**src/rtl/rpc_pkg.sv**
```systemverilog
`timescale 1ns/1ps
package rpc_pkg;

    localparam int RPC_DW        = 16;
    localparam int RPC_NCELL     = 5;
    localparam int RPC_VEC_BASE  = 'o2000;
    localparam int RPC_VEC_STEP  = 4;
    localparam int RPC_EDGE_MASK = 'b10000;

    // Internal active-high strobe bundle
    typedef struct packed {
        logic latch;
        logic vec_rd;
        logic knock;
        logic clr_code;
        logic inh_set;
        logic inh_clr;
        logic inh1_clr;
        logic ovf_test;
        logic grst;
    } strobe_t;

    // Overflow: the two top write-bus bits disagree
    function automatic logic wb_overflow(input logic sgn, input logic us);
        return sgn ^ us;
    endfunction

    // Vector address for a stored code; an empty register yields the base
    function automatic int vector_of(input logic valid, input int idx,
                                     input int base, input int step);
        return valid ? base + step * (idx + 1) : base;
    endfunction

endpackage

```
**src/rtl/rpc_cell_bank.sv**
```systemverilog
`timescale 1ns/1ps
module rpc_cell_bank #(
    parameter int NCELL     = rpc_pkg::RPC_NCELL,
    parameter int EDGE_MASK = rpc_pkg::RPC_EDGE_MASK
) (
    input  logic             clk,
    input  logic             rst,
    input  logic             grst,
    input  logic [NCELL-1:0] req_n,
    input  logic [NCELL-1:0] knock_vec,
    output logic [NCELL-1:0] cells
);

    logic [NCELL-1:0] prev_q;
    logic [NCELL-1:0] set_vec;

    // Per-cell set detection: level or falling edge, chosen by parameter
    for (genvar i = 0; i < NCELL; i++) begin : g_cell
        if (EDGE_MASK[i]) begin : g_edge
            assign set_vec[i] = prev_q[i] & ~req_n[i];
        end else begin : g_level
            assign set_vec[i] = ~req_n[i];
        end

        // a knock without a coinciding request clears the cell
        p_knock_clears_r6: assert property (@(posedge clk) disable iff (rst)
            (knock_vec[i] && !set_vec[i] && !grst) |=> !cells[i]);

        // a coinciding request keeps the cell set
        p_set_beats_knock_r11: assert property (@(posedge clk) disable iff (rst)
            (set_vec[i] && !grst) |=> cells[i]);

        // a cell only rises after its line was seen low
        p_rise_needs_req_r2: assert property (@(posedge clk) disable iff (rst)
            $rose(cells[i]) |-> ($past(req_n[i]) == 1'b0));
    end

    always_ff @(posedge clk) begin
        if (rst || grst) begin
            cells  <= '0;
            prev_q <= '1;
        end else begin
            cells  <= (cells & ~knock_vec) | set_vec;
            prev_q <= req_n;
        end
    end

    // general reset empties every cell
    p_grst_clears_r1: assert property (@(posedge clk) disable iff (rst)
        grst |=> (cells == '0));

endmodule

```
**src/rtl/rpc_prio_enc.sv**
```systemverilog
`timescale 1ns/1ps
module rpc_prio_enc #(
    parameter int NCELL = rpc_pkg::RPC_NCELL,
    parameter int IDX_W = (NCELL > 1) ? $clog2(NCELL) : 1
) (
    input  logic [NCELL-1:0] cells,
    output logic             any,
    output logic [IDX_W-1:0] idx
);

    // Scan from the lowest-priority end so the lowest index wins
    always_comb begin
        any = 1'b0;
        idx = '0;
        for (int i = NCELL - 1; i >= 0; i--) begin
            if (cells[i]) begin
                any = 1'b1;
                idx = IDX_W'(i);
            end
        end
    end

    // reported index always names a set cell
    always_comb begin
        if (any) begin
            a_idx_is_set_r4: assert (cells[idx]);
        end
    end

endmodule

```
**src/rtl/rpc_ack_unit.sv**
```systemverilog
`timescale 1ns/1ps
module rpc_ack_unit
    import rpc_pkg::*;
#(
    parameter int NCELL    = RPC_NCELL,
    parameter int IDX_W    = (NCELL > 1) ? $clog2(NCELL) : 1,
    parameter int DW       = RPC_DW,
    parameter int VEC_BASE = RPC_VEC_BASE,
    parameter int VEC_STEP = RPC_VEC_STEP
) (
    input  logic             clk,
    input  logic             rst,
    input  strobe_t          stb,
    input  logic             wb_sign,
    input  logic             wb_ovf,
    input  logic             enc_any,
    input  logic [IDX_W-1:0] enc_idx,
    output logic [NCELL-1:0] knock_vec,
    output logic             irq_n,
    output logic [DW-1:0]    rbus,
    output logic             rbus_busy_n
);

    localparam int VEC_TOP = VEC_BASE + VEC_STEP * NCELL;

    logic             code_valid;
    logic [IDX_W-1:0] code_idx;
    logic             in_service;
    logic             inhint;
    logic             inhint1;

    // Knock-down targets only the cell held in the code register
    for (genvar i = 0; i < NCELL; i++) begin : g_knock
        assign knock_vec[i] = stb.knock && code_valid && (code_idx == IDX_W'(i));
    end

    always_ff @(posedge clk) begin
        if (rst || stb.grst) begin
            code_valid <= 1'b0;
            code_idx   <= '0;
            in_service <= 1'b0;
            inhint     <= 1'b0;
            inhint1    <= 1'b0;
        end else begin
            if (stb.clr_code) begin
                code_valid <= 1'b0;
                code_idx   <= '0;
                in_service <= 1'b0;
            end else if (stb.latch) begin
                code_valid <= enc_any;
                code_idx   <= enc_idx;
                in_service <= 1'b1;
            end

            if (stb.inh_set)
                inhint <= 1'b1;
            else if (stb.inh_clr)
                inhint <= 1'b0;

            if (stb.ovf_test && wb_overflow(wb_sign, wb_ovf))
                inhint1 <= 1'b1;
            else if (stb.inh1_clr)
                inhint1 <= 1'b0;
        end
    end

    assign irq_n       = ~(enc_any & ~in_service & ~inhint & ~inhint1);
    assign rbus        = stb.vec_rd
                       ? DW'(vector_of(code_valid, int'(code_idx), VEC_BASE, VEC_STEP))
                       : '0;
    assign rbus_busy_n = ~stb.vec_rd;

    // after a latch without clear, the request line is released
    p_latch_quiets_r8: assert property (@(posedge clk) disable iff (rst)
        (stb.latch && !stb.clr_code && !stb.grst) |=> irq_n);

    // clear empties the register and ends service
    p_clear_code_r7: assert property (@(posedge clk) disable iff (rst)
        (stb.clr_code && !stb.grst) |=> (!code_valid && !in_service));

    // set strobe always leaves the first flag set
    p_inh_set_r9: assert property (@(posedge clk) disable iff (rst)
        (stb.inh_set && !stb.grst) |=> inhint);

    // overflow test with disagreeing bits sets the second flag
    p_ovf_sets_r10: assert property (@(posedge clk) disable iff (rst)
        (stb.ovf_test && (wb_sign != wb_ovf) && !stb.grst) |=> inhint1);

    // equal bits and no clear leave the second flag unchanged
    p_ovf_equal_hold_r10: assert property (@(posedge clk) disable iff (rst)
        (!stb.grst && !stb.inh1_clr && !(stb.ovf_test && (wb_sign != wb_ovf)))
        |=> $stable(inhint1));

    // a driven vector lies inside the table window
    p_vec_window_r4: assert property (@(posedge clk) disable iff (rst)
        !rbus_busy_n |-> ((int'(rbus) >= VEC_BASE) && (int'(rbus) <= VEC_TOP)));

    // an idle bus contribution is all zero
    p_bus_idle_r5: assert property (@(posedge clk) disable iff (rst)
        rbus_busy_n |-> (rbus == '0));

endmodule

```
**src/rtl/rupt_prio_ctrl.sv**
```systemverilog
`timescale 1ns/1ps
module rupt_prio_ctrl
    import rpc_pkg::*;
#(
    parameter int NCELL     = RPC_NCELL,
    parameter int DW        = RPC_DW,
    parameter int VEC_BASE  = RPC_VEC_BASE,
    parameter int VEC_STEP  = RPC_VEC_STEP,
    parameter int EDGE_MASK = RPC_EDGE_MASK
) (
    input  logic             clk,
    input  logic             rst,
    input  logic [NCELL-1:0] req_n,
    input  logic             latch_n,
    input  logic             vec_rd_n,
    input  logic             knock_n,
    input  logic             clr_code_n,
    input  logic             inh_set_n,
    input  logic             inh_clr_n,
    input  logic             inh1_clr_n,
    input  logic             ovf_test_n,
    input  logic             gen_rst_n,
    input  logic             wb_sign,
    input  logic             wb_ovf,
    output logic             irq_n,
    output logic [DW-1:0]    rbus,
    output logic             rbus_busy_n
);

    localparam int IDX_W = (NCELL > 1) ? $clog2(NCELL) : 1;

    strobe_t          stb;
    logic [NCELL-1:0] cells;
    logic [NCELL-1:0] knock_vec;
    logic             enc_any;
    logic [IDX_W-1:0] enc_idx;

    always_comb begin
        stb.latch    = ~latch_n;
        stb.vec_rd   = ~vec_rd_n;
        stb.knock    = ~knock_n;
        stb.clr_code = ~clr_code_n;
        stb.inh_set  = ~inh_set_n;
        stb.inh_clr  = ~inh_clr_n;
        stb.inh1_clr = ~inh1_clr_n;
        stb.ovf_test = ~ovf_test_n;
        stb.grst     = ~gen_rst_n;
    end

    rpc_cell_bank #(
        .NCELL     (NCELL),
        .EDGE_MASK (EDGE_MASK)
    ) u_cells (
        .clk       (clk),
        .rst       (rst),
        .grst      (stb.grst),
        .req_n     (req_n),
        .knock_vec (knock_vec),
        .cells     (cells)
    );

    rpc_prio_enc #(
        .NCELL (NCELL),
        .IDX_W (IDX_W)
    ) u_enc (
        .cells (cells),
        .any   (enc_any),
        .idx   (enc_idx)
    );

    rpc_ack_unit #(
        .NCELL    (NCELL),
        .IDX_W    (IDX_W),
        .DW       (DW),
        .VEC_BASE (VEC_BASE),
        .VEC_STEP (VEC_STEP)
    ) u_ack (
        .clk         (clk),
        .rst         (rst),
        .stb         (stb),
        .wb_sign     (wb_sign),
        .wb_ovf      (wb_ovf),
        .enc_any     (enc_any),
        .enc_idx     (enc_idx),
        .knock_vec   (knock_vec),
        .irq_n       (irq_n),
        .rbus        (rbus),
        .rbus_busy_n (rbus_busy_n)
    );

    // general reset releases the request line
    p_grst_quiet_r1: assert property (@(posedge clk) disable iff (rst)
        !gen_rst_n |=> irq_n);

endmodule

```
**config.mk**
```make
export PLATFORM = sky130hd
export DESIGN_NAME = rupt_prio_ctrl
export DESIGN_NICKNAME = d
export VERILOG_FILES = /design/src/rtl/rpc_pkg.sv /design/src/rtl/rpc_cell_bank.sv /design/src/rtl/rpc_prio_enc.sv /design/src/rtl/rpc_ack_unit.sv /design/src/rtl/rupt_prio_ctrl.sv
export SDC_FILE = /design/constraint.sdc
export NUM_CORES = 1
export LEC_CHECK = 0
export ABC_AREA = 0
export BUFFER_PORTS_ARGS = -buffer_cell sky130_fd_sc_hd__buf_2
export CORE_MARGIN = 4
export CORE_UTILIZATION = 40
export DETAILED_ROUTE_END_ITERATION = 10
export GPL_ROUTABILITY_DRIVEN = 0
export GPL_TIMING_DRIVEN = 1
export MAX_ROUTING_LAYER = met4
export PLACE_DENSITY_LB_ADDON = 0.08
export SYNTH_ARGS = -nofsm -noshare
export SYNTH_HDL_FRONTEND = slang
export SYNTH_SLANG_ARGS = --single-unit
```
**constraint.sdc**
```tcl
create_clock -name clk -period 2.26 [get_ports clk]
set_clock_uncertainty 0.15 [all_clocks]
set_input_delay 0.339 -clock clk [delete_from_list [all_inputs] [get_ports clk]]
set_output_delay 0.339 -clock clk [all_outputs]
set_load 0.005 [all_outputs]
```
==> impl_metrics.tcl, run 1 <==
set metrics [dict create \
    hold_violations 0 \
    cts_made_buffers 3 \
    portBuffers 24 \
    period_share_pct 84.7 \
    rr_worst_depth 3 \
    dp.cells 130 \
    die_area_sq_um 2530 \
    yosys_register_bits 13 \
    avgSynthCellArea_sq_um 8.43 \
    grt_max_degree 10 \
    firstDrtPassIters 4 \
    final_antenna_net_count 0 \
    final_area_sq_um 835 \
    dpl_cell_area_sq_um 808 \
    grt_pass1_wl_um 2410 \
    timing.rr.end "u_ack.code_idx[2]" \
    grt_usage_pct 12.9 \
    hpwl_um 1180 \
    ys_warn_count 0 \
    die_x_um 50.3 \
    critPathMaxFanout 4 \
    tns_ps 0 \
    p_total_uw 448 \
    drc 0 \
    crit_path_end_kind "primary output" \
    die_h_um 50.3 \
    r2r-start "u_cells.cells[2]" \
    grt_pass1_vias 561 \
    ir_drop_mv 0.294 \
    synthCells 85 \
    setup_violations 0 \
    status "finished clean" \
    num_io_pins 36 \
    max-cap-violations 0 \
    p_per_area_nw_per_um2 537 \
    htreeDepth 1 \
    area_growth_pct 16.4 \
    grt_overflow_total 0 \
    reg2reg_slack_ps 660 \
    via_count 601 \
    post_cts_resized 0 \
    fp-row-count 15 \
    drt_first_iter_violations 11 \
    initial_utilization_pct 42.0 \
    crit_family "simple AND/OR/NAND/NOR gates" \
    cts_root_buf "clkbuf_4" \
    nFillCells 181 \
    fin_cells 134 \
    multi_input_area_sq_um 374 \
    vias_per_cell 4.49 \
    hold_path_class "input pin to flip-flop" \
    antenna_cells 0 \
    drive_gt1_share_pct 29.4 \
    cts_tree "built" \
    p_leak_nw 0.380 \
    cp.arrival_ps 1430 \
    holdWs_ps 80.2 \
    startpoint_type "flip-flop" \
    path_cells "or4_4, o21ai_0, buf_2" \
    clk_pin_slew_ps 90 \
    wl_per_cell_um 10.6 \
    clk-insertion-delay-late_ps 270 \
    slowest_delay_ps 530 \
    routed_wirelength_um 1410 \
    cp.required_ps 1770 \
    critical_path_class "flip-flop to primary output" \
    worstHoldStart "req_n[3]" \
    cts_buffer_depth 2 \
    post-cts-setup-buffers 0 \
    grt_antenna_before_repair 0 \
    drv_slew 0 \
    regArea_sq_um 260 \
    period_minus_slack_ps 1910 \
    coreArea_sq_um 1710 \
    holdBufCountCts 0 \
    syn_area_sq_um 717 \
    clock-sinks 13 \
    ys_seq_area_share_pct 36.3 \
    rsz0062_at_grt "false" \
    hold_depth 2 \
    synth_cell_types 25 \
    min_to "u_cells.cells[3]" \
    crit_slowest_cell "or4_4" \
    max_freq_ghz 0.522 \
    nets 133 \
    cp.buffers_inverters 1 \
]
-- worst max-delay path by stage --
stage / endpoint / slack [ps] / cells after the start / startpoint
2_1_floorplan: u_ack.code_idx[2] / 720 / 3 / u_cells.cells[0]
6_report: irq_n / 350 / 3 / u_cells.cells[2]
5_1_grt: irq_n / 270 / 3 / u_cells.cells[2]
3_5_place_dp: irq_n / 640 / 3 / u_cells.cells[0]
3_3_place_gp: irq_n / 650 / 3 / u_cells.cells[0]
4_1_cts: irq_n / 320 / 3 / u_cells.cells[2]
-- synth_stat cells --
library cell | n | share of area (%)
dfxtp_1 | 13 | 36
buf_4 | 12 | 13
a21oi_1 | 6 | 4.2
inv_1 | 6 | 3.1
nand2_1 | 6 | 3.1
nor2_1 | 6 | 3.1
ha_1 | 5 | 8.7
nor2b_1 | 4 | 3.5
o21ai_0 | 4 | 2.8
a311oi_1 | 3 | 3.7
nand2b_1 | 3 | 2.6
nor3_1 | 3 | 2.1
clkbuf_1 | 2 | 1.0
a21oi_2 | 1 | 1.2
a2bb2oi_1 | 1 | 1.2
and2b_2 | 1 | 1.2
and3_1 | 1 | 0.87
conb_1 | 1 | 0.52
nand3b_1 | 1 | 1.0
nor4_1 | 1 | 0.87
or2_2 | 1 | 0.87
or3b_1 | 1 | 1.2
or4_2 | 1 | 1.2
or4_4 | 1 | 1.6
xnor2_1 | 1 | 1.2
-- sequential cells by signal, summed over array words and instances, names as in the netlist --
register,cells
u_ack.in_service,1
u_ack.inhint,1
u_ack.code_idx,3
u_cells.cells,5
u_cells.prev_q,1
u_ack.code_valid,1
u_ack.inhint1,1
-- power by group --
group / internal (mW) / switching [mW]
registers: 0.237 / 0.00612
clock network: 0.0683 / 0.0780
logic: 0.0306 / 0.0279
total: 0.336 / 0.112
-- layout make-up --
cell class	count	share of cell area, %
multi-input cells	62	44.8
inverters	6	2.70
flip-flops and latches	13	31.2
repair buffers	24	14.4
clock buffers	4	3.15
well taps	25	3.75
-- per-stage QoR --
| stage | setup slack, ps | util [%] |
|---|---|---|
| after detailed placement | 642 | 47.3 |
| after global routing | 270 | 48.9 |
| after global placement | 647 | 47.3 |
| after floorplan | 719 | - |
| after CTS | 325 | 48.9 |
| final | 346 | 48.9 |
-- logic make-up after synthesis --
logic type,count (synthesis),share of synthesized area (%)
AND/OR/NAND/NOR,30,23.4
AO/OA/AOI/OAI,15,13.1
XOR/XNOR,1,1.22
other,1,0.523
buffers and inverters,20,16.8
adder cells (fa/ha/maj),5,8.73
flip-flops,13,36.3
-- per-layer routing --
layer	global-route usage (%)	up-vias	part of all wire, %
met5	-	-	0
met4	6.73	0	2.1
met3	2.97	4	6.7
met2	19.1	24	45
met1	16.2	264	46
li1	-	309	-
-- cells in the final DEF, fill, tap and decap left out --
cell type / instances
a21oi_1: 6
a21oi_2: 1
or2_2: 1
o21ai_0: 4
or4_4: 1
a311oi_1: 3
dfxtp_1: 13
or3b_1: 1
and3_1: 1
xnor2_1: 1
or4_2: 1
nor2b_1: 4
buf_2: 24
and2b_2: 1
nor3_1: 3
nand2_1: 6
clkbuf_4: 3
nand2b_1: 3
nor4_1: 1
conb_1: 11
nor2_1: 6
clkbuf_1: 1
ha_1: 5
a2bb2oi_1: 1
nand3b_1: 1
inv_1: 6
Power figures use the tool's default switching activity.
==> inputs of run 2 (changes only) <==
- clock period: 2.26 -> 1.9 ns (I/O delays scaled with it)
==> impl_metrics.tcl, run 2 (same netlist as run 1, synthesis figures left out) <==
set metrics [dict create \
    critical_path_class "flip-flop to primary output" \
    post_cts_resized 0 \
    area_growth_pct 16.4 \
    grt_antenna_before_repair 0 \
    antenna_cells 0 \
    num_io_pins 36 \
    startpoint_type "flip-flop" \
    grt_pass1_vias 570 \
    cts_root_buf "clkbuf_4" \
    drc 0 \
    grt_usage_pct 12.2 \
    rsz0062_at_grt "false" \
    post-cts-setup-buffers 0 \
    fp-row-count 15 \
    cp.required_ps 1460 \
    clk_pin_slew_ps 80 \
    nets 133 \
    slowest_delay_ps 540 \
    holdWs_ps 34.3 \
    coreArea_sq_um 1710 \
    critPathMaxFanout 4 \
    path_cells "or4_4, o21ai_0, buf_2" \
    regMostFlops "u_cells.cells" \
    vias_per_cell 4.37 \
    ir_drop_mv 0.346 \
    drv_slew 0 \
    p_leak_nw 0.380 \
    cts_tree "built" \
    crit_slowest_cell "or4_4" \
    p_per_area_nw_per_um2 626 \
    setup_violations 0 \
    die_h_um 50.3 \
    largest_reg_flops 5 \
    crit_family "simple AND/OR/NAND/NOR gates" \
    max_freq_ghz 0.543 \
    htreeDepth 1 \
    hold_violations 0 \
    period_minus_slack_ps 1840 \
    initial_utilization_pct 42.0 \
    cts_made_buffers 3 \
    cts_buffer_depth 2 \
    layout_common_cells "buf_2, dfxtp_1, conb_1" \
    clk-insertion-delay-late_ps 270 \
    routed_wirelength_um 1410 \
    firstDrtPassIters 2 \
    max-cap-violations 0 \
    period_share_pct 96.9 \
    cp.arrival_ps 1410 \
    grt_overflow_total 0 \
    die_x_um 50.3 \
    portBuffers 24 \
    wl_per_cell_um 10.5 \
    drive_gt1_share_pct 29.4 \
    via_count 585 \
    grt_pass1_wl_um 2340 \
    cp.buffers_inverters 1 \
    grt_max_degree 10 \
    drt_first_iter_violations 4 \
    final_antenna_net_count 0 \
    hold_path_class "input pin to flip-flop" \
    status "finished clean" \
    hpwl_um 1190 \
    final_common_cell "buf_2" \
    holdBufCountCts 0 \
    crit_path_end_kind "primary output" \
    tns_ps 0 \
    die_area_sq_um 2530 \
    clock-sinks 13 \
    top_regs "u_cells.cells (5), u_ack.code_idx (3)" \
]
==> run 2: layout make-up <==
cell class / count / area, sq um
clock buffers: 4 / 26.3
fillers: 176 / 873
inverters: 6 / 22.5
multi-input cells: 62 / 374
flip-flops and latches: 13 / 260
well taps: 25 / 31.3
repair buffers: 24 / 120
==> run 2: worst paths after layout <==
check               startpoint                end  slack [ps]  cells after the start
max reg2reg   u_cells.cells[0]  u_ack.code_idx[2]         290                      3
max           u_cells.cells[0]              irq_n          60                      3
min reg2reg  u_cells.prev_q[4]   u_cells.cells[4]         300                      2
min                  inh_set_n       u_ack.inhint          30                      2
==> run 2: where the power goes <==
group,internal (mW),leakage [nW],switching [mW]
clock network,0.0812,0.0150,0.0824
logic,0.0364,0.259,0.0337
registers,0.282,0.106,0.00712
total,0.399,0.380,0.123
==> run 2: routing by layer <==
metal | vias to the layer above | global-route usage (%) | wire, um
met3 | 2 | 3.26 | 86
met1 | 249 | 14.8 | 634
met5 | - | - | 0
li1 | 312 | - | -
met2 | 22 | 18.7 | 677
met4 | 0 | 6.28 | 12
==> run 2: stage by stage <==
| stage | instance area, sq um | total power, mW | utilization (%) | setup WS [ps] | instances |
|---|---|---|---|---|---|
| after detailed placement | 808 | 0.366 | 47.3 | 302 | 130 |
| after global placement | 808 | 0.364 | 47.3 | 337 | 130 |
| final | 835 | 0.523 | 48.9 | 59.2 | 134 |
| after CTS | 835 | 0.533 | 48.9 | 42.1 | 134 |
| after global routing | 835 | 0.555 | 48.9 | 3.77 | 134 |
| after floorplan | 754 | 0.353 | - | 359 | 95 |
==> inputs of run 3 (changes only) <==
- CAP_MARGIN: default -> 30
- CORE_ASPECT_RATIO: default -> 1.2
==> impl_metrics.tcl, run 3 (same netlist as run 1, synthesis figures left out) <==
set metrics [dict create \
    status "finished clean" \
    layout_common_cells "buf_2, dfxtp_1, conb_1" \
    startpoint_type "flip-flop" \
    cts_buffer_depth 2 \
    wl_per_cell_um 11.5 \
    min_to "u_ack.inhint" \
    p_per_area_nw_per_um2 642 \
    hpwl_um 1200 \
    grt_max_degree 10 \
    multi_input_area_sq_um 374 \
    drv_slew 0 \
    nFillCells 186 \
    area_growth_pct 15.2 \
    final_antenna_net_count 0 \
    routed_wirelength_um 1460 \
    final_common_cell "buf_2" \
    largest_reg_flops 5 \
    firstDrtPassIters 4 \
    hold_depth 2 \
    max-cap-violations 0 \
    coreArea_sq_um 1660 \
    fp-row-count 16 \
    regMostFlops "u_cells.cells" \
    grt_pass1_vias 526 \
    vias_per_cell 4.65 \
    grt_pass1_wl_um 2010 \
    portBuffers 24 \
    antenna_cells 0 \
    grt_usage_pct 12.4 \
    initial_utilization_pct 43.1 \
    tns_ps 0 \
    hold_violations 0 \
    worstHoldStart "inh_set_n" \
    critical_path_class "flip-flop to primary output" \
    r2r-start "u_cells.cells[0]" \
    period_minus_slack_ps 1830 \
    reg2reg_slack_ps 300 \
    regArea_sq_um 260 \
    cp.required_ps 1460 \
    cts_tree "built" \
    cts_made_buffers 3 \
    drive_gt1_share_pct 29.4 \
    grt_overflow_total 0 \
    via_count 591 \
    drt_first_iter_violations 10 \
    clock-sinks 13 \
    max_freq_ghz 0.545 \
    holdBufCountCts 0 \
    period_share_pct 96.5 \
    die_x_um 46.6 \
    crit_path_end_kind "primary output" \
    htreeDepth 1 \
    clk-insertion-delay-late_ps 280 \
    setup_violations 0 \
    critPathMaxFanout 4 \
    cp.arrival_ps 1400 \
    top_regs "u_cells.cells (5), u_ack.code_idx (3)" \
    num_io_pins 36 \
    rsz0062_at_grt "false" \
    timing.rr.end "u_ack.code_idx[2]" \
    clk_pin_slew_ps 70 \
    ir_drop_mv 0.363 \
    p_leak_nw 0.380 \
    drc 0 \
    cts_root_buf "clkbuf_4" \
    die_area_sq_um 2540 \
    final_util_pct 49.7 \
    die_h_um 54.4 \
    grt_antenna_before_repair 0 \
    nets 133 \
    hold_path_class "input pin to flip-flop" \
    rr_worst_depth 3 \
]
## run 3: per-layer routing
layer / share of wire [%] / GRT usage [%] / up-vias
li1: - / - / 308
met1: 40 / 10.5 / 260
met2: 50 / 21.8 / 19
met3: 7.5 / 3.95 / 4
met4: 2.9 / 9.68 / 0
met5: 0 / - / -
## run 3: per-stage QoR
| stage | area [sq um] | worst slack [ps] | total power, mW | hold WS (ps) | cells |
|---|---|---|---|---|---|
| after floorplan | 754 | 359 | 0.353 | 227 | 95 |
| after global placement | 800 | 342 | 0.364 | 286 | 123 |
| after detailed placement | 800 | 311 | 0.365 | 289 | 123 |
| after CTS | 826 | 25.1 | 0.535 | 17.5 | 127 |
| after global routing | 826 | 1.21 | 0.559 | 17.2 | 127 |
| final | 826 | 65.7 | 0.530 | 21.6 | 127 |
## run 3: layout make-up
class	instances	share of cell area, %
Clock buffer	4	3.18
Inverter	6	2.73
Multi-Input combinational cell	62	45.3
Sequential cell	13	31.5
Tap cell	18	2.73
Timing Repair Buffer	24	14.5
## run 3: timing repair
action | in CTS | in global routing
setup endpoints to repair | 0 | 1
buffers inserted | 0 | 0
gates resized for setup | 0 | 1
## run 3: worst max path at each step
stage / start / end / slack, ps / depth (start not counted)
CTS: u_cells.cells[0] / irq_n / 30 / 3
detailed placement: u_cells.cells[0] / u_ack.code_idx[2] / 310 / 3
floorplan: u_cells.cells[0] / u_ack.code_idx[2] / 360 / 3
global route: u_cells.cells[0] / irq_n / 1 / 3
global placement: u_cells.cells[0] / u_ack.code_idx[2] / 340 / 3
finish: u_cells.cells[0] / irq_n / 70 / 3
## run 3: worst max-delay path: stages, from the launching register on
cell and delay (ps):
dfxtp_1 330, or4_4 550, o21ai_1 120, buf_2 120
## run 3: power by group
part	switching [mW]	total, mW	internal, mW
Clock	0.0900	0.171	0.0815
Combinational	0.0328	0.0695	0.0366
Sequential	0.00764	0.289	0.282
